===== config.mk =====
export PLATFORM = sky130hd
export DESIGN_NAME = eprom_burn_seq
export DESIGN_NICKNAME = d
export VERILOG_FILES = /design/src/rtl/burn_pkg.sv /design/src/rtl/burn_timer.sv /design/src/rtl/burn_pulse_ctr.sv /design/src/rtl/burn_addr_gen.sv /design/src/rtl/eprom_burn_seq.sv
export SDC_FILE = /design/constraint.sdc
export NUM_CORES = 1
export LEC_CHECK = 0
export BUFFER_PORTS_ARGS = -buffer_cell sky130_fd_sc_hd__clkbuf_2
export CORE_MARGIN = 1.5
export CORE_UTILIZATION = 53
export DETAILED_ROUTE_END_ITERATION = 8
export GPL_ROUTABILITY_DRIVEN = 0
export HOLD_SLACK_MARGIN = 0.02
export PLACE_DENSITY = 0.79
export REMOVE_ABC_BUFFERS = 1
export SYNTH_ARGS = -nofsm -noshare
export SYNTH_HDL_FRONTEND = slang
export SYNTH_SLANG_ARGS = --single-unit

===== constraint.sdc =====
create_clock -name clk -period 3.4 [get_ports clk]
set_input_delay 0.17 -clock clk [delete_from_list [all_inputs] [get_ports clk]]
set_output_delay 0.17 -clock clk [all_outputs]
set_load 0.01 [all_outputs]

===== src/rtl/burn_pkg.sv =====
// Package burn_pkg
// Shared types and elaboration helpers for the EPROM programming sequencer.
// Assumes: timing parameters are given in nanoseconds and the clock in MHz.
package burn_pkg;

    // Core supply level selector, as driven on vcc_sel.
    typedef enum logic [1:0] {
        VCC_READ   = 2'b00,
        VCC_PROG   = 2'b01,
        VCC_CHK_HI = 2'b10,
        VCC_CHK_LO = 2'b11
    } vcc_sel_t;

    // Sequencer states.
    typedef enum logic [3:0] {
        ST_IDLE,
        ST_SUPPLY,
        ST_FETCH,
        ST_LATCH,
        ST_SETUP,
        ST_PULSE,
        ST_HOLD,
        ST_GAP,
        ST_VERIFY,
        ST_RECOVER,
        ST_NEXT,
        ST_CK_SETTLE,
        ST_CK_FETCH,
        ST_CK_READ,
        ST_CK_REC
    } burn_state_t;

    // Minimum interval: round up to whole cycles, at least one.
    function automatic int cyc_ceil(input int ns, input int mhz);
        int c;
        c = (ns * mhz + 999) / 1000;
        return (c < 1) ? 1 : c;
    endfunction

    // Nominal interval: round to nearest whole cycle, at least one.
    function automatic int cyc_round(input int ns, input int mhz);
        int c;
        c = (ns * mhz + 500) / 1000;
        return (c < 1) ? 1 : c;
    endfunction

    // Larger of two integers.
    function automatic int imax(input int a, input int b);
        return (a > b) ? a : b;
    endfunction

endpackage


===== src/rtl/burn_timer.sv =====
// Module burn_timer
// Loadable down-counter that times every interval of the sequencer.
// Assumes: the owner loads N-1 on entry to an N-cycle state and leaves the
// state in the cycle where zero is 1.
module burn_timer #(
    parameter int W    = 8,
    parameter int MAXV = 200
) (
    input  logic         clk,
    input  logic         rst_n,
    input  logic         load,
    input  logic [W-1:0] load_val,
    output logic         zero
);

    logic [W-1:0] cnt;

    // Count down from the loaded value and stop at zero.
    always_ff @(posedge clk) begin
        if (!rst_n)
            cnt <= '0;
        else if (load)
            cnt <= load_val;
        else if (cnt != '0)
            cnt <= cnt - 1'b1;
    end

    assign zero = (cnt == '0);

    // the loaded interval never exceeds the longest computed interval.
    p_tmr_range_r3: assert property (@(posedge clk) disable iff (!rst_n)
        cnt <= W'(MAXV));

endmodule


===== src/rtl/burn_pulse_ctr.sv =====
// Module burn_pulse_ctr
// Counts program pulses given to the current byte and flags the retry limit.
// Assumes: inc is never raised once at_limit is 1 (the sequencer stops first).
module burn_pulse_ctr #(
    parameter int MAX_PULSES = 25,
    parameter int W          = 5
) (
    input  logic         clk,
    input  logic         rst_n,
    input  logic         clr,
    input  logic         inc,
    output logic [W-1:0] count,
    output logic         at_limit
);

    // Clear per byte and step once per pulse.
    always_ff @(posedge clk) begin
        if (!rst_n)
            count <= '0;
        else if (clr)
            count <= '0;
        else if (inc)
            count <= count + 1'b1;
    end

    assign at_limit = (count == W'(MAX_PULSES));

    // the byte never receives a pulse past the limit.
    p_cnt_limit_r6: assert property (@(posedge clk) disable iff (!rst_n)
        count <= W'(MAX_PULSES));

endmodule


===== src/rtl/burn_addr_gen.sv =====
// Module burn_addr_gen
// Array address counter shared by the programming and check passes.
// Assumes: the array spans the full 2**AW address range.
module burn_addr_gen #(
    parameter int AW = 15
) (
    input  logic          clk,
    input  logic          rst_n,
    input  logic          clr,
    input  logic          adv,
    output logic [AW-1:0] addr,
    output logic          is_last
);

    // Return to address 0 or step to the next address.
    always_ff @(posedge clk) begin
        if (!rst_n)
            addr <= '0;
        else if (clr)
            addr <= '0;
        else if (adv)
            addr <= addr + 1'b1;
    end

    assign is_last = &addr;

    // the sequencer never steps past the last address.
    p_addr_nowrap_r5: assert property (@(posedge clk) disable iff (!rst_n)
        adv |-> !is_last);

endmodule


===== src/rtl/eprom_burn_seq.sv =====
// Module eprom_burn_seq
// Programs a byte image into an EPROM with repeated pulse-and-verify, then
// reads the whole array back at two check supply levels.
// Assumes: img_rd_data is valid one clock after img_rd_addr changes; the
// device data bus is split into dev_dq_out/dev_dq_oe/dev_dq_in at the pads;
// supply generation reacts to sup_prog/vcc_sel within SETUP_NS.
module eprom_burn_seq #(
    parameter int ADDR_W     = 15,
    parameter int DATA_W     = 8,
    parameter int CLK_MHZ    = 50,
    parameter int PULSE_NS   = 100_000,
    parameter int SETUP_NS   = 2_000,
    parameter int TOE_NS     = 100,
    parameter int TDF_NS     = 130,
    parameter int MAX_PULSES = 25,
    localparam int PCW       = $clog2(MAX_PULSES + 1)
) (
    input  logic              clk,
    input  logic              rst_n,
    input  logic              start,
    output logic              busy,
    output logic              done,
    output logic              fail,
    output logic [ADDR_W-1:0] fail_addr,
    output logic [PCW-1:0]    fail_pulses,
    output logic [ADDR_W-1:0] img_rd_addr,
    input  logic [DATA_W-1:0] img_rd_data,
    output logic [ADDR_W-1:0] dev_addr,
    output logic [DATA_W-1:0] dev_dq_out,
    output logic              dev_dq_oe,
    input  logic [DATA_W-1:0] dev_dq_in,
    output logic              dev_e_n,
    output logic              dev_g_n,
    output logic              sup_prog,
    output logic [1:0]        vcc_sel
);

    import burn_pkg::*;

    localparam int PULSE_CYC = cyc_round(PULSE_NS, CLK_MHZ);
    localparam int SETUP_CYC = cyc_ceil(SETUP_NS, CLK_MHZ);
    localparam int TOE_CYC   = cyc_ceil(TOE_NS, CLK_MHZ);
    localparam int TDF_CYC   = cyc_ceil(TDF_NS, CLK_MHZ);
    localparam int TMR_MAX   = imax(imax(PULSE_CYC, SETUP_CYC), imax(TOE_CYC, TDF_CYC));
    localparam int TW        = $clog2(TMR_MAX + 1);
    localparam logic [DATA_W-1:0] ERASED = {DATA_W{1'b1}};

    burn_state_t       state, nxt;
    logic              tmr_load, tmr_zero;
    logic [TW-1:0]     tmr_val;
    logic              addr_clr, addr_adv, addr_last;
    logic [ADDR_W-1:0] addr;
    logic              pc_clr, pc_inc, pc_limit;
    logic [PCW-1:0]    pc_count;
    logic [DATA_W-1:0] wr_byte;
    logic              wr_load, vfy_cap, vfy_ok;
    logic              ck_lo, ck_lo_set, ck_lo_clr;
    logic              fin_ok, fin_pgm_fail, fin_ck_fail;

    burn_timer #(.W(TW), .MAXV(TMR_MAX - 1)) u_timer (
        .clk      (clk),
        .rst_n    (rst_n),
        .load     (tmr_load),
        .load_val (tmr_val),
        .zero     (tmr_zero)
    );

    burn_pulse_ctr #(.MAX_PULSES(MAX_PULSES), .W(PCW)) u_pulses (
        .clk      (clk),
        .rst_n    (rst_n),
        .clr      (pc_clr),
        .inc      (pc_inc),
        .count    (pc_count),
        .at_limit (pc_limit)
    );

    burn_addr_gen #(.AW(ADDR_W)) u_addr (
        .clk     (clk),
        .rst_n   (rst_n),
        .clr     (addr_clr),
        .adv     (addr_adv),
        .addr    (addr),
        .is_last (addr_last)
    );

    // Next-state, timer loads and datapath strobes.
    always_comb begin
        nxt          = state;
        tmr_load     = 1'b0;
        tmr_val      = '0;
        addr_clr     = 1'b0;
        addr_adv     = 1'b0;
        pc_clr       = 1'b0;
        pc_inc       = 1'b0;
        wr_load      = 1'b0;
        vfy_cap      = 1'b0;
        ck_lo_set    = 1'b0;
        ck_lo_clr    = 1'b0;
        fin_ok       = 1'b0;
        fin_pgm_fail = 1'b0;
        fin_ck_fail  = 1'b0;
        case (state)
            ST_IDLE: begin
                if (start) begin
                    nxt       = ST_SUPPLY;
                    addr_clr  = 1'b1;
                    ck_lo_clr = 1'b1;
                    tmr_load  = 1'b1;
                    tmr_val   = TW'(SETUP_CYC - 1);
                end
            end
            ST_SUPPLY: begin
                if (tmr_zero) nxt = ST_FETCH;
            end
            ST_FETCH: begin
                nxt = ST_LATCH;
            end
            ST_LATCH: begin
                wr_load = 1'b1;
                pc_clr  = 1'b1;
                if (img_rd_data == ERASED) begin
                    nxt = ST_NEXT;
                end else begin
                    nxt      = ST_SETUP;
                    tmr_load = 1'b1;
                    tmr_val  = TW'(SETUP_CYC - 1);
                end
            end
            ST_SETUP: begin
                if (tmr_zero) begin
                    nxt      = ST_PULSE;
                    pc_inc   = 1'b1;
                    tmr_load = 1'b1;
                    tmr_val  = TW'(PULSE_CYC - 1);
                end
            end
            ST_PULSE: begin
                if (tmr_zero) begin
                    nxt      = ST_HOLD;
                    tmr_load = 1'b1;
                    tmr_val  = TW'(SETUP_CYC - 1);
                end
            end
            ST_HOLD: begin
                if (tmr_zero) begin
                    nxt      = ST_GAP;
                    tmr_load = 1'b1;
                    tmr_val  = TW'(SETUP_CYC - 1);
                end
            end
            ST_GAP: begin
                if (tmr_zero) begin
                    nxt      = ST_VERIFY;
                    tmr_load = 1'b1;
                    tmr_val  = TW'(TOE_CYC - 1);
                end
            end
            ST_VERIFY: begin
                if (tmr_zero) begin
                    vfy_cap  = 1'b1;
                    nxt      = ST_RECOVER;
                    tmr_load = 1'b1;
                    tmr_val  = TW'(TDF_CYC - 1);
                end
            end
            ST_RECOVER: begin
                if (tmr_zero) begin
                    if (vfy_ok) begin
                        nxt = ST_NEXT;
                    end else if (pc_limit) begin
                        nxt          = ST_IDLE;
                        fin_pgm_fail = 1'b1;
                    end else begin
                        nxt      = ST_SETUP;
                        tmr_load = 1'b1;
                        tmr_val  = TW'(SETUP_CYC - 1);
                    end
                end
            end
            ST_NEXT: begin
                if (addr_last) begin
                    nxt      = ST_CK_SETTLE;
                    addr_clr = 1'b1;
                    tmr_load = 1'b1;
                    tmr_val  = TW'(SETUP_CYC - 1);
                end else begin
                    nxt      = ST_FETCH;
                    addr_adv = 1'b1;
                end
            end
            ST_CK_SETTLE: begin
                if (tmr_zero) nxt = ST_CK_FETCH;
            end
            ST_CK_FETCH: begin
                nxt      = ST_CK_READ;
                tmr_load = 1'b1;
                tmr_val  = TW'(TOE_CYC - 1);
            end
            ST_CK_READ: begin
                if (tmr_zero) begin
                    if (dev_dq_in != img_rd_data) begin
                        nxt         = ST_IDLE;
                        fin_ck_fail = 1'b1;
                    end else begin
                        nxt      = ST_CK_REC;
                        tmr_load = 1'b1;
                        tmr_val  = TW'(TDF_CYC - 1);
                    end
                end
            end
            ST_CK_REC: begin
                if (tmr_zero) begin
                    if (!addr_last) begin
                        nxt      = ST_CK_FETCH;
                        addr_adv = 1'b1;
                    end else if (!ck_lo) begin
                        nxt       = ST_CK_SETTLE;
                        ck_lo_set = 1'b1;
                        addr_clr  = 1'b1;
                        tmr_load  = 1'b1;
                        tmr_val   = TW'(SETUP_CYC - 1);
                    end else begin
                        nxt    = ST_IDLE;
                        fin_ok = 1'b1;
                    end
                end
            end
            default: nxt = ST_IDLE;
        endcase
    end

    // State register.
    always_ff @(posedge clk) begin
        if (!rst_n) state <= ST_IDLE;
        else        state <= nxt;
    end

    // Byte under programming, verify result and check-level select.
    always_ff @(posedge clk) begin
        if (!rst_n) begin
            wr_byte <= ERASED;
            vfy_ok  <= 1'b0;
            ck_lo   <= 1'b0;
        end else begin
            if (wr_load)   wr_byte <= img_rd_data;
            if (vfy_cap)   vfy_ok  <= (dev_dq_in == wr_byte);
            if (ck_lo_clr) ck_lo   <= 1'b0;
            else if (ck_lo_set) ck_lo <= 1'b1;
        end
    end

    // Run outcome and failure report.
    always_ff @(posedge clk) begin
        if (!rst_n) begin
            done        <= 1'b0;
            fail        <= 1'b0;
            fail_addr   <= '0;
            fail_pulses <= '0;
        end else if (state == ST_IDLE && start) begin
            done        <= 1'b0;
            fail        <= 1'b0;
            fail_addr   <= '0;
            fail_pulses <= '0;
        end else if (fin_ok) begin
            done <= 1'b1;
        end else if (fin_pgm_fail) begin
            fail        <= 1'b1;
            fail_addr   <= addr;
            fail_pulses <= pc_count;
        end else if (fin_ck_fail) begin
            fail        <= 1'b1;
            fail_addr   <= addr;
            fail_pulses <= '0;
        end
    end

    // Supply level decode from the phase of the run.
    always_comb begin
        case (state)
            ST_IDLE:                                vcc_sel = VCC_READ;
            ST_CK_SETTLE, ST_CK_FETCH,
            ST_CK_READ, ST_CK_REC:                  vcc_sel = ck_lo ? VCC_CHK_LO : VCC_CHK_HI;
            default:                                vcc_sel = VCC_PROG;
        endcase
    end

    assign busy        = (state != ST_IDLE);
    assign sup_prog    = (state != ST_IDLE);
    assign dev_e_n     = (state != ST_PULSE);
    assign dev_g_n     = !(state == ST_VERIFY || state == ST_CK_READ);
    assign dev_dq_oe   = (state == ST_SETUP) || (state == ST_PULSE) || (state == ST_HOLD);
    assign dev_dq_out  = wr_byte;
    assign dev_addr    = addr;
    assign img_rd_addr = addr;

    // the data driver and the device output are never on together.
    p_no_contention_r4: assert property (@(posedge clk) disable iff (!rst_n)
        dev_dq_oe |-> dev_g_n);

    // chip enable and output enable are never low together.
    p_e_g_excl_r4: assert property (@(posedge clk) disable iff (!rst_n)
        !dev_e_n |-> dev_g_n);

    // a pulse only happens with programming supplies selected.
    p_pulse_supply_r2: assert property (@(posedge clk) disable iff (!rst_n)
        !dev_e_n |-> (sup_prog && vcc_sel == VCC_PROG));

    // address and data do not move on the edge where the pulse starts.
    p_e_fall_stable_r2: assert property (@(posedge clk) disable iff (!rst_n)
        $fell(dev_e_n) |-> ($stable(dev_addr) && $stable(dev_dq_out)));

    // a programming-phase fail reports the limit; a check fail reports 0.
    p_fail_count_r6: assert property (@(posedge clk) disable iff (!rst_n)
        $rose(fail) |-> (fail_pulses == '0 || fail_pulses == PCW'(MAX_PULSES)));

    // done and fail are exclusive.
    p_done_fail_r9: assert property (@(posedge clk) disable iff (!rst_n)
        !(done && fail));

    // idle pins whenever no run is active.
    p_idle_pins_r9: assert property (@(posedge clk) disable iff (!rst_n)
        !busy |-> (dev_e_n && dev_g_n && !dev_dq_oe && !sup_prog));

endmodule


# Word level (Yosys, flattened, before mapping)
# Cells that the tools add are included.
op_classes:
  addsub: 3
  eq_ne: 30
  n_mux: 78
  bitwise: 2
  n_reduce_logical: 21
ops:
  columns: ["op", "n"]
  rows:
  - ["case mux 13 bit (11 select lines)", 1]
  - ["2-to-1 mux 7 bit", 10]
  - ["2-to-1 mux 4 bit", 17]
  - ["case mux 4 bit (15 select lines)", 1]
  - ["2-to-1 mux 13 bit", 3]
  - ["2-to-1 mux 1 bit", 33]
  - ["2-to-1 mux 15 bit", 2]
  - ["equality test 4 bit, second input constant", 7]
  - ["!= test 2 bit, second input constant", 11]
  - ["equality test 4 x 3 -> 1 bit, second input constant", 4]
  - ["adder 15 x 1 -> 15 bit, second input constant", 1]
  - ["2-to-1 mux 3 bit", 5]
  - ["AND reduction 15 bit", 1]
  - ["logical NOT 13 bit", 1]
  - ["nonzero test 13 bit", 1]
  - ["subtractor 13 x 1 -> 13 bit, second input constant", 1]
  - ["AND reduction 11 bit", 1]
  - ["2-to-1 mux 5 bit", 2]
  - ["OR reduction 2 bit", 5]
  - ["equality test 4 x 2 -> 1 bit, second input constant", 2]
  - ["equality test 8 bit", 1]
  - ["equality test 8 bit, second input constant", 1]
  - ["!= test 8 bit", 1]
  - ["case mux 1 bit (8 select lines)", 1]
  - ["other kinds (17)", 21]
word_totals:
  regBits: 69
  inputBits: 19
  output_inout_bits: 67
  wordCells: 145

# Depth between registers and ports, before layout
logic_depth:
  word_depth: 7
  depth_mapped: 10

# By module
# Synthesis repeated with hierarchy kept, for this count alone.
hier_totals:
  cells_unflattened: 483
  area_unflattened_um2: 3912.5
by_module_without_submodules:
  columns: ["mod", "instances", "cells_each", "area_each_um2", "seq_area_each_um2"]
  rows:
  - ["eprom_burn_seq", 1, 286, 2140.8, 720.7]
  - ["burn_timer", 1, 89, 792.0, 260.2]
  - ["burn_addr_gen", 1, 82, 718.2, 300.3]
  - ["burn_pulse_ctr", 1, 26, 261.5, 100.1]

# Worst setup path after synthesis
# OpenSTA, ideal clock, no wires.
synth_timing:
  kind: "reg-to-reg"
  startpoint: "register u_addr.addr[0]"
  endpoint: "register u_addr.addr[10]"
  setup_ns: 0.117
  t_arrival_ns: 2.194
  required_time_ns: 3.283
  path_slack_ns: 1.089
  stages_incl_launch_ff: 8
  synth_period_minus_slack_ns: 2.311
  cell_sequence: "dfxtp_1 ha_1 nand4_1 or4_4 or3_4 o21ai_2 buf_2 nor2_1"
synth_between:
  elab_chain_cells: 5
  word_cells_on_any_way: 10
  classes_between: "1 x add/sub; 7 x mux; 2 x reduce/logical"
synth_lines:
  columns: ["item", "line", "rtl"]
  rows:
  - ["start, declared", "burn_addr_gen.sv:11", "output logic [AW-1:0] addr,"]
  - ["start signal, assigned", "burn_addr_gen.sv:22", "addr <= addr + 1'b1;"]
  - ["AND reduction 15 bit", "burn_addr_gen.sv:25", "assign is_last = &addr;"]
  - ["2-to-1 mux 1 bit", "eprom_burn_seq.sv:213", "if (!addr_last) begin"]
  - ["2-to-1 mux 1 bit", "eprom_burn_seq.sv:212", "if (tmr_zero) begin"]
  - ["case mux 1 bit (3 select lines)", "eprom_burn_seq.sv:102", "case (state)"]
  - ["OR reduction 2 bit (no line)", null, null]
# Parallel ways exist; a longest one is shown, timed or not.
# A chain may end at the register's enable or synchronous reset.

# Worst setup path in the final report
layout_timing:
  startpoint: "register u_addr.addr[0]"
  endpoint: "register u_addr.addr[9]"
# Same word-level chain as after synthesis.

==> out/metrics.cfg <==
[synthesis]
yosys.area_share.simple_pct=28.3
synth_area_leaders=dfxtp_1, nor2_1, xnor2_1
async_flop_share_pct=0
ys_ff_latch=69
postSynthAreaPerCell_sq_um=8.26
synth_xor_area_share_pct=9.92
synth_edf_count=0
yosysTopAreaCell=dfxtp_1
synthMuxAreaShare_pct=4.59
syn_area_sq_mm=0.00371
seq_area_frac_synth_pct=37.2
synth_top_family_by_area=simple AND/OR/NAND/NOR gates
netlist_instances=449
netlist.area_leader.share_pct=37.2
ys.flop_type=dfxtp_1
yosysUniqueCellTypes=58
synthAdderAreaFrac_pct=1.35
synth_compound_area_share_pct=11.7
yosysWarnings=0

[pwr]
cellLeakagePower_nw=1.73
finalPower_mw=2.81
p_per_area_mw_per_mm2=644
peakVddDrop_v=0.000319

[setup_path]
path_class=flip-flop to flip-flop
worst-path-stages=6
worstSetupEndpointType=flip-flop
rrSetupSlack_ns=0.82
cp.buffers_inverters=0
crit_path_cell_trace=ha_1 > nand4_1 > or4_4 > or3_4 > o21ai_2 > nor2_1
start_kind=flip-flop
cp.arrival_ns=2.79
r2r_cells=6
cp_max_fo=15
cpPeakStageDelay_ns=0.55
cp.required_ns=3.61
crit_slowest_cell=or4_4
critical-path-top-delay-family=simple AND/OR/NAND/NOR gates

[clock_network]
cts_setup_buffers=0
tritoncts=built
clkSlewWorstSetupHoldPaths_ns=0.08
clk_latency_ns=0.35
post_cts_resized=0
cts_root_buf=clkbuf_8
numCtsBuffers=9
clock-sinks=69
cts_max_level=3
clock_path_buffers=2
cts_hold_buf=0

[route]
drtIter0Drc=326
vias=3471
met2_length_mm=4.14
vias_per_cell=5.64
dr_wl_met3_um=668
wl_met1_mm=3.84
dr.pass1.iters=6
ant_nets=0
top_layer=met4
post_drt_wl_per_cell_um=14.3
wirelength_mm=8.80
drcViolationCount=0

[global_routing]
first_global_vias=3090
grt_max_degree=25
track_usage_pct=24.5
grt_overflow_total=0
antenna_found_initial=0
grt_pass1_wl_mm=14.6

[sta]
max_slew_margin_pct=54.6
fmax_mhz=388
finalHoldViolCount=0
finalCritPeriodShare_pct=75.8
clock_skew_ns=0.0106
worstMarginPinSlew_ns=0.680
timing.setup.tns_ns=0
rsz0062_at_grt=false
finalCriticalPeriod_ns=2.58
setup_viol=0
slew_viol_final=0

[die]
die_h_um=86.7
pin_count=86
die-area_sq_mm=0.00751
start_util_pct=54.6
coreArea_sq_mm=0.00679
row_count=30
fp.dieW_um=86.7

[layout]
final_nets=537
layout.cells.non_filler=615
fill_cells=579
diodes=0
area_delta_synth_final_pct=17.4
drive_above_1_share_pct=24.3
final_cell_mix=clkbuf_2, dfxtp_1, nor2_1
fin_area_sq_mm=0.00436
mostFrequentLayoutCell=clkbuf_2
utilization_pct=64.1

[placement]
dpl_cell_area_sq_mm=0.00410
port_buffers=85
dpl.hpwl_mm=6.35
dp.cells=599

[hold_path]
hp-class=input port to flip-flop
whs_path_depth=3

[job]
maxCapViolations=0

[run_status]
status=finished clean

## Yosys cell counts, drive strengths merged (3+ instances only)
library cell	instances
dfxtp	69
nor2	68
nand2	39
buf	24
nand3	23
xnor2	23
xor2	19
mux2i	17
nand4	16
a21oi	14
o21ai	14
clkbuf	13
a31oi	10
nor3	10
inv	9
nand2b	8
nor4	8
and3	6
or4	6
o22ai	5
a211oi	4
a31o	4
ha	4
and2	3
nor2b	3
nor3b	3
o211ai	3
or2	3
## final timing paths
kind                  startpoint        endpoint
setup / recovery  u_addr.addr[0]  u_addr.addr[9]
hold / removal    img_rd_data[4]   dev_dq_out[4]
hold reg to reg             done            done
setup reg to reg  u_addr.addr[0]  u_addr.addr[9]
## power by group
group	internal, mW	switching, mW
clock network	0.528	0.308
registers	0.894	0.125
logic	0.388	0.561
total	1.81	0.995
## stage by stage
step | hold slack [ns] | setup slack, ns
after floorplan | 0.242 | -0.408
after global placement | 0.434 | 0.933
after detailed placement | 0.438 | 0.853
after CTS | 0.0701 | 0.815
after global routing | 0.0912 | 0.629
final | 0.0854 | 0.823
## worst reg2reg max path, cell delays in order, from the launching register on
cell and delay, ns:
dfxtp_1 0.45, ha_1 0.26, nand4_1 0.11, or4_4 0.55, or3_4 0.41, o21ai_2 0.52, nor2_1 0.14
## cells by family (layout without fill, tap and decap cells)
family	count (synthesis)	in the layout
buffers and inverters	47	117
xor gates and xnor gates	42	42
and+or+nand+nor	205	205
AOI/OAI and AO/OA	65	65
muxes	17	17
DFF	69	69
adders and majority gates	4	4
## metal layers
| metal | vias up | track usage, % |
|---|---|---|
| met1 | 1612 | 30.3 |
| met4 | 0 | 8.06 |
| met5 | - | 0 |
| li1 | 1689 | - |
| met2 | 153 | 41.3 |
| met3 | 17 | 6.76 |
## sequential cells by signal, indices dropped and copies added (netlist names)
signal          flops
vfy_ok              1
ck_lo               1
u_pulses.count      5
state               4
done                1
fail_addr          15
dev_dq_out          8
fail_pulses         5
u_timer.cnt        13
u_addr.addr        15
fail                1
## cell type report
cell class	instances	area, sq um	area share [%]
Tap cell	96	120	2.76
Multi-Input combinational cell	333	2090	48.0
Clock buffer	11	151	3.48
Timing Repair Buffer	91	470	10.8
Clock inverter	5	106	2.44
Sequential cell	69	1380	31.7
Inverter	10	37.5	0.862
No activity file was read; power rests on OpenSTA's default activity.
